**src/rtl/sbsram_pkg.sv**
```systemverilog
package sbsram_pkg;
  localparam int LANES  = 4;
  localparam int BYTE_W = 8;
  localparam int WORD_W = LANES * BYTE_W;

  typedef enum logic [1:0] {
    SLP_AWAKE  = 2'd0,
    SLP_ENTER  = 2'd1,
    SLP_ASLEEP = 2'd2,
    SLP_WAKE   = 2'd3
  } slp_state_e;

  // low address bits for burst step 'off' from base 'base'
  function automatic logic [1:0] burst_seq(input logic [1:0] base,
                                           input logic [1:0] off,
                                           input logic       interleave);
    return interleave ? (base ^ off) : (base + off);
  endfunction
endpackage

```
**src/rtl/sbsram_decode.sv**
```systemverilog
module sbsram_decode
  import sbsram_pkg::*;
(
  input  logic             clk,
  input  logic             rst_n,
  input  logic             cs0_n,
  input  logic             cs1,
  input  logic             cs2_n,
  input  logic             strobe_p_n,
  input  logic             strobe_c_n,
  input  logic             adv_n,
  input  logic             wr_all_n,
  input  logic             wr_en_n,
  input  logic [LANES-1:0] lane_wr_n,
  input  logic             blocked,
  input  logic             burst_act,
  output logic             start_o,
  output logic             cont_o,
  output logic             desel_o,
  output logic             rd_o,
  output logic [LANES-1:0] lane_we_o
);
  logic             sel, p_low, c_low, p_take, c_take, wr;
  logic [LANES-1:0] req_lanes;

  assign sel    = ~cs0_n & cs1 & ~cs2_n;
  assign p_low  = ~strobe_p_n;
  assign c_low  = ~strobe_c_n;
  assign p_take = p_low & sel & ~blocked;
  assign c_take = ~p_low & c_low & sel & ~blocked;

  always_comb begin
    if (!wr_all_n)     req_lanes = '1;
    else if (!wr_en_n) req_lanes = ~lane_wr_n;
    else               req_lanes = '0;
  end

  assign cont_o    = ~blocked & ~p_low & ~c_low & ~adv_n & burst_act;
  assign start_o   = p_take | c_take;
  assign desel_o   = (p_low | c_low) & ~sel;
  assign wr        = (c_take | cont_o) & (|req_lanes);
  assign lane_we_o = wr ? req_lanes : '0;
  assign rd_o      = (start_o | cont_o) & ~wr;

  // a processor-strobe start never writes
  a_r2_p_start_reads: assert property (@(posedge clk) disable iff (!rst_n)
    (p_low && sel && !blocked) |-> (lane_we_o == '0));
endmodule

```
**src/rtl/sbsram_burst.sv**
```systemverilog
module sbsram_burst
  import sbsram_pkg::*;
(
  input  logic       clk,
  input  logic       rst_n,
  input  logic       load,
  input  logic       step,
  input  logic       kill,
  input  logic [1:0] base,
  input  logic       interleave,
  output logic [1:0] low_o,
  output logic       active_o
);
  logic [1:0] base_q, off_q, cur_off, cur_base;
  logic       act_q;

  always_comb begin
    cur_off  = load ? 2'd0 : off_q + 2'd1;
    cur_base = load ? base : base_q;
    low_o    = burst_seq(cur_base, cur_off, interleave);
  end

  always_ff @(posedge clk or negedge rst_n) begin
    if (!rst_n) begin
      act_q  <= 1'b0;
      base_q <= '0;
      off_q  <= '0;
    end else if (load) begin
      act_q  <= 1'b1;
      base_q <= base;
      off_q  <= '0;
    end else begin
      if (step) off_q <= off_q + 2'd1;
      if (kill) act_q <= 1'b0;
    end
  end

  assign active_o = act_q;
endmodule

```
**src/rtl/sbsram_sleep.sv**
```systemverilog
module sbsram_sleep
  import sbsram_pkg::*;
#(
  parameter int SLEEP_CYC = 2
) (
  input  logic clk,
  input  logic rst_n,
  input  logic sleep_req,
  input  logic strobe_any,
  output logic blocked_o,
  output logic asleep_o,
  output logic err_o
);
  localparam int CW = (SLEEP_CYC > 1) ? $clog2(SLEEP_CYC) : 1;
  localparam logic [CW-1:0] LAST = CW'(SLEEP_CYC - 1);

  logic          s1, s2, err_q;
  logic [CW-1:0] cnt;
  slp_state_e    st;

  always_ff @(posedge clk or negedge rst_n) begin
    if (!rst_n) begin
      s1 <= 1'b0;
      s2 <= 1'b0;
    end else begin
      s1 <= sleep_req;
      s2 <= s1;
    end
  end

  always_ff @(posedge clk or negedge rst_n) begin
    if (!rst_n) begin
      st  <= SLP_AWAKE;
      cnt <= '0;
    end else begin
      unique case (st)
        SLP_AWAKE: if (s2) begin st <= SLP_ENTER; cnt <= '0; end
        SLP_ENTER: begin
          if (!s2)              begin st <= SLP_WAKE; cnt <= '0; end
          else if (cnt == LAST) st <= SLP_ASLEEP;
          else                  cnt <= cnt + 1'b1;
        end
        SLP_ASLEEP: if (!s2) begin st <= SLP_WAKE; cnt <= '0; end
        SLP_WAKE: begin
          if (s2)               begin st <= SLP_ENTER; cnt <= '0; end
          else if (cnt == LAST) st <= SLP_AWAKE;
          else                  cnt <= cnt + 1'b1;
        end
        default: st <= SLP_AWAKE;
      endcase
    end
  end

  assign blocked_o = (st != SLP_AWAKE);
  assign asleep_o  = (st == SLP_ASLEEP);

  always_ff @(posedge clk or negedge rst_n) begin
    if (!rst_n) err_q <= 1'b0;
    else if (blocked_o && strobe_any) err_q <= 1'b1;
  end
  assign err_o = err_q;

  // error flag is sticky until reset
  a_r11_err_sticky: assert property (@(posedge clk) disable iff (!rst_n)
    err_q |=> err_q);
  // sleep is only reached while the synchronized request is high
  a_r9_sync_before_sleep: assert property (@(posedge clk) disable iff (!rst_n)
    $rose(asleep_o) |-> $past(s2));
endmodule

```
**src/rtl/sbsram_array.sv**
```systemverilog
module sbsram_array
  import sbsram_pkg::*;
#(
  parameter int DEPTH = 64,
  parameter int AW    = $clog2(DEPTH)
) (
  input  logic              clk,
  input  logic [LANES-1:0]  we,
  input  logic              re,
  input  logic [AW-1:0]     addr,
  input  logic [WORD_W-1:0] wdata,
  output logic [WORD_W-1:0] rdata
);
  for (genvar g = 0; g < LANES; g++) begin : g_lane
    logic [BYTE_W-1:0] mem_l [DEPTH];
    logic [BYTE_W-1:0] rd_l;
    always_ff @(posedge clk) begin
      if (we[g]) mem_l[addr] <= wdata[g*BYTE_W +: BYTE_W];
      if (re)    rd_l        <= mem_l[addr];
    end
    assign rdata[g*BYTE_W +: BYTE_W] = rd_l;
  end
endmodule

```
**src/rtl/sbsram_front.sv**
```systemverilog
module sbsram_front
  import sbsram_pkg::*;
#(
  parameter int DEPTH     = 64,
  parameter int SLEEP_CYC = 2
) (
  input  logic                     clk,
  input  logic                     rst_n,
  input  logic                     cs0_n,
  input  logic                     cs1,
  input  logic                     cs2_n,
  input  logic                     strobe_p_n,
  input  logic                     strobe_c_n,
  input  logic                     adv_n,
  input  logic                     burst_interleave,
  input  logic [$clog2(DEPTH)-1:0] addr,
  input  logic                     wr_all_n,
  input  logic                     wr_en_n,
  input  logic [3:0]               lane_wr_n,
  input  logic                     oe_n,
  input  logic                     sleep_req,
  input  logic [31:0]              dq_in,
  output logic [31:0]              dq_out,
  output logic                     dq_drive,
  output logic [3:0]               lane_we,
  output logic                     asleep,
  output logic                     proto_err
);
  localparam int AW = $clog2(DEPTH);
  localparam int HW = AW - 2;

  logic          blocked, start, cont, desel, rd, burst_act, rd_valid_q;
  logic [1:0]    low;
  logic [HW-1:0] ahi_q;
  logic [AW-1:0] eff_addr;

  sbsram_sleep #(.SLEEP_CYC(SLEEP_CYC)) u_sleep (
    .clk       (clk),
    .rst_n     (rst_n),
    .sleep_req (sleep_req),
    .strobe_any(~strobe_p_n | ~strobe_c_n),
    .blocked_o (blocked),
    .asleep_o  (asleep),
    .err_o     (proto_err)
  );

  sbsram_decode u_dec (
    .clk       (clk),
    .rst_n     (rst_n),
    .cs0_n     (cs0_n),
    .cs1       (cs1),
    .cs2_n     (cs2_n),
    .strobe_p_n(strobe_p_n),
    .strobe_c_n(strobe_c_n),
    .adv_n     (adv_n),
    .wr_all_n  (wr_all_n),
    .wr_en_n   (wr_en_n),
    .lane_wr_n (lane_wr_n),
    .blocked   (blocked),
    .burst_act (burst_act),
    .start_o   (start),
    .cont_o    (cont),
    .desel_o   (desel),
    .rd_o      (rd),
    .lane_we_o (lane_we)
  );

  sbsram_burst u_burst (
    .clk       (clk),
    .rst_n     (rst_n),
    .load      (start),
    .step      (cont),
    .kill      (desel | blocked),
    .base      (addr[1:0]),
    .interleave(burst_interleave),
    .low_o     (low),
    .active_o  (burst_act)
  );

  always_ff @(posedge clk or negedge rst_n) begin
    if (!rst_n) begin
      ahi_q      <= '0;
      rd_valid_q <= 1'b0;
    end else begin
      if (start) ahi_q <= addr[AW-1:2];
      rd_valid_q <= rd;
    end
  end

  assign eff_addr = {(start ? addr[AW-1:2] : ahi_q), low};

  sbsram_array #(.DEPTH(DEPTH), .AW(AW)) u_array (
    .clk  (clk),
    .we   (lane_we),
    .re   (rd),
    .addr (eff_addr),
    .wdata(dq_in),
    .rdata(dq_out)
  );

  assign dq_drive = ~oe_n & rd_valid_q & ~(|lane_we);

  // blocking drops any pending read on the next edge
  a_r10_valid_cleared: assert property (@(posedge clk) disable iff (!rst_n)
    blocked |=> !rd_valid_q);
  // nothing is written while asleep
  a_r9_no_write_asleep: assert property (@(posedge clk) disable iff (!rst_n)
    asleep |-> (lane_we == '0));
endmodule

```
**config.mk**
```make
export PLATFORM = sky130hd
export DESIGN_NAME = sbsram_front
export DESIGN_NICKNAME = d
export VERILOG_FILES = /design/src/rtl/sbsram_pkg.sv /design/src/rtl/sbsram_decode.sv /design/src/rtl/sbsram_burst.sv /design/src/rtl/sbsram_sleep.sv /design/src/rtl/sbsram_array.sv /design/src/rtl/sbsram_front.sv
export SDC_FILE = /design/constraint.sdc
export NUM_CORES = 2
export LEC_CHECK = 0
export CAP_MARGIN = 20
export CORE_MARGIN = 4
export CORE_UTILIZATION = 30
export CTS_BUF_LIST = sky130_fd_sc_hd__clkbuf_2
export DETAILED_ROUTE_END_ITERATION = 8
export PLACE_DENSITY = 0.53
export SYNTH_ARGS = -nofsm -noshare
export SYNTH_HDL_FRONTEND = slang
export SYNTH_SLANG_ARGS = --single-unit
export TNS_END_PERCENT = 50
```
**constraint.sdc**
```tcl
create_clock -name clk -period 5.4 [get_ports clk]
set_clock_uncertainty 0.15 [all_clocks]
set_input_delay 0.54 -clock clk [delete_from_list [all_inputs] [get_ports clk]]
set_output_delay 0.54 -clock clk [all_outputs]
set_load 0.05 [all_outputs]
```
==> impl_metrics.ini <==
[synthesis]
synth.distinct_cells = 62
ys_warn_count = 0
synthFlopType = edfxtp_1
synth_top_family_by_area = multiplexers
synth_xor_area_frac = 0.000495
synth_area_mm2 = 0.0810
synth-simple-area-share = 0.0590
synth_nets = 4889
async_flop_share = 0.00763
synth-compound-area-share = 0.0492
yosys.area.top_type_share = 0.771
ys_ff_latch = 2096
syn_avg_cell_area_um2 = 16.8
synth_area_leaders = edfxtp_1, mux2i_1, nand2_1, o22ai_1, mux4_2
syn_inst = 4828
yosysTopAreaCell = edfxtp_1
synth_sequential_area_ratio = 0.776
synth_edf_count = 2080
synth_mux_area_frac = 0.0985
synth_fa_ha_area_frac = 0.000927

[cts]
htree_levels = 6
clockBufferDepth = 4
numClockSinks = 2096
numCtsBuffers = 555
clkTransAtPathRegs_ns = 0.10
cts_tree = built
cts_root_buffer = clkbuf_2
worstSkewPairLatency_ns = 1.91

[die]
dieArea_mm2 = 0.278
core.rowCount = 190
initial_utilization = 0.302
fp.dieW_um = 528
die_y_um = 528
core_area_mm2 = 0.268
io_pins = 94

[global_route]
antenna_found_initial = 18
grt_pass1_wl_um = 392000
grt_pass1_vias = 50800
grt_max_degree = 65
grtUsageTotal = 0.198
grt_overflow = 0

[status]
outcome = finished, final reports clean

[sta]
tightest_slew_ns = 1.32
slew_headroom = 0.120
hold_ws_ns = 0.236
setup_viol = 0
fin_crit_ns = 5.16
rsz0062_at_grt = false
hold_viol_final = 0
slew_viol_final = 0
max_freq_ghz = 0.194
period_share = 0.956

[power_and_ir_drop]
peakVddDrop_mv = 0.387
finalPower_w = 0.0449
power_density_mw_per_mm2 = 467
p_leak_nw = 33.2

[setup_path]
slowest_stage = nor4_1
rrSetupSlack_ns = 0.24
required_ns = 6.83
startpoint = u_sleep.st[0]
reg2regPathDepth = 17
start_kind = flop
cp_top_family = simple AND/OR/NAND/NOR gates
worst-setup-path-type = flop to flop
cp_num_buf_inv = 3
r2r-start = u_sleep.st[0]
cp-endpoint = u_array.g_lane[0].rd_l[4]
crit_cells = 17
critPathMaxStageDelay_ns = 0.64
rr_endpoint = u_array.g_lane[0].rd_l[4]
path_max_fanout = 51
cp_data_arrival_time_ns = 6.59
end_kind = flop
critical_path.cell_chain = inv_1, ha_4, nand4bb_1, nor2_1, nand2_1, nand2_1, ha_2, nor2b_1, a31o_2, o211a_4, buf_12, buf_12, mux2i_1, o22ai_1, nor4_1, and3_1, nand4_1

[route]
viasPerCell = 5.21
via_count = 51000
ant_nets = 0
drt-pass1-iter-count = 7
route.detailed.drc = 0
drt-total-wl_um = 285000
wl_per_cell_um = 29.1
first_iter_violations = 6343

[cells_and_area]
layout_commonest_cell = edfxtp_1
area_delta_synth_final_pct = 18.7
layout_common_cells = edfxtp_1, clkbuf_2, mux2i_1
final_net_count = 5962
n_fill_cell = 25600
drive_gt1_frac = 0.260

[place]
dp_hpwl_um = 184000
io_buffers = 93
gp_congestion = 0.872

[min_path]
hp-class = flop to flop

[flow_run]
cap_violations = 0
## power breakdown
| group | total, W | leakage (nW) | internal (W) | switching, W |
|---|---|---|---|---|
| Clock | 0.0108 | 3.64 | 0.00436 | 0.00641 |
| Sequential | 0.0181 | 18.9 | 0.0181 | 0.0000892 |
| Combinational | 0.0160 | 10.7 | 0.00595 | 0.0100 |
| Total | 0.0449 | 33.2 | 0.0284 | 0.0165 |
## worst min-delay path by stage
stage | cells past startpoint | from | endpoint
floorplan | 0 | rst_n | ahi_q[0]
global placement | 0 | u_sleep.s1 | u_sleep.s2
detailed placement | 0 | u_sleep.s1 | u_sleep.s2
CTS | 8 | burst_interleave | u_array.g_lane[3].rd_l[5]
global route | 6 | burst_interleave | u_array.g_lane[3].rd_l[2]
finish | 0 | u_sleep.s1 | u_sleep.s2
## per-layer routing
metal	share of wire	GRT usage	wire [µm]	vias to the layer above
li1	-	-	-	21400
met1	0.41	0.267	116000	26200
met2	0.46	0.315	132000	2879
met3	0.096	0.0437	27400	465
met4	0.035	0.0753	9900	8
met5	0.00018	0	50	-
## layout make-up
type | instances | area, µm² | area share
multi-input cells | 2441 | 17100 | 0.178
flip-flops and latches | 2096 | 62900 | 0.654
diodes | 5 | 12.5 | 0.000130
well taps | 3552 | 4440 | 0.0462
repair buffers | 794 | 7030 | 0.0731
clock buffers | 799 | 4000 | 0.0416
clock inverters | 92 | 618 | 0.00643
inverters | 13 | 62.6 | 0.000651
## Yosys cell counts, drive strengths merged (6+ instances only)
library cell and number:
a22oi 26, a222oi 8, o2111ai 6, o21ai 9, edfxtp 2080, inv 13, or4 26, ha 6
nand3 38, a221oi 12, o22ai 297, clkbuf 141, nor2 279, dfrtp 16, buf 137, and3 18
nor3 7, a31o 6, a2111oi 6, a21oi 230, nand2 549, mux2i 608, nand4 33, mux4 82
nor4 105, or2 12
## cell families (layout without fill, tap and decap cells)
family                   Yosys count  in the layout
adder cells (fa/ha/maj)            6              6
AND/OR/NAND/NOR                 1092           1092
XOR/XNOR                           3              3
other                              0              5
flip-flops                      2096           2096
multiplexers                     694            694
buffers and inverters            291           1698
AO/OA/AOI/OAI                    646            646
## metrics by stage
| stage | TNS [ns] | instances | area (µm²) | setup slack, ns | util |
|---|---|---|---|---|---|
| 6_report | 0 | 9792 | 96100 | 0.237 | 0.358 |
| 5_1_grt | 0 | 9790 | 96100 | 0.0632 | 0.358 |
| 4_1_cts | 0 | 9781 | 96100 | 0.00312 | 0.358 |
| 3_5_place_dp | -0.766 | 8767 | 90200 | -0.264 | 0.336 |
| 3_3_place_gp | -1.14 | 8767 | 90200 | -0.325 | 0.336 |
| 2_1_floorplan | 0 | 4828 | 81000 | 0.463 | - |
## repair_timing
| item | 4_1_cts | 5_1_grt |
|---|---|---|
| buffers inserted | 5 | 6 |
| hold buffers | 118 | 0 |
| hold endpoints to repair | 3234 | 0 |
| pin swaps | 1 | 0 |
| resized for setup | 19 | 3 |
| setup endpoints to repair | 6 | 8 |
## registers in the layout (all words and copies together) (netlist names)
name / count
ahi_q: 4
u_burst.base_q: 2
u_sleep.err_o: 1
u_sleep.s1: 1
u_burst.active_o: 1
u_sleep.st: 2
rd_valid_q: 1
u_sleep.s2: 1
u_array.g_lane.mem_l: 2048
u_sleep.cnt: 1
u_array.g_lane.rd_l: 32
u_burst.off_q: 2
## worst reg2reg max path, cell delays in order, from the launching register on
cell and delay [ns]:
dfrtp_1 0.41, inv_1 0.17, ha_4 0.20, nand4bb_1 0.15, nor2_1 0.38, nand2_1 0.09, nand2_1 0.11, ha_2 0.18
nor2b_1 0.18, a31o_2 0.16, o211a_4 0.38, buf_12 0.27, buf_12 0.37, mux2i_1 0.45, o22ai_1 0.14, nor4_1 0.64
and3_1 0.36, nand4_1 0.09
No activity file was read; power rests on OpenSTA's default activity.
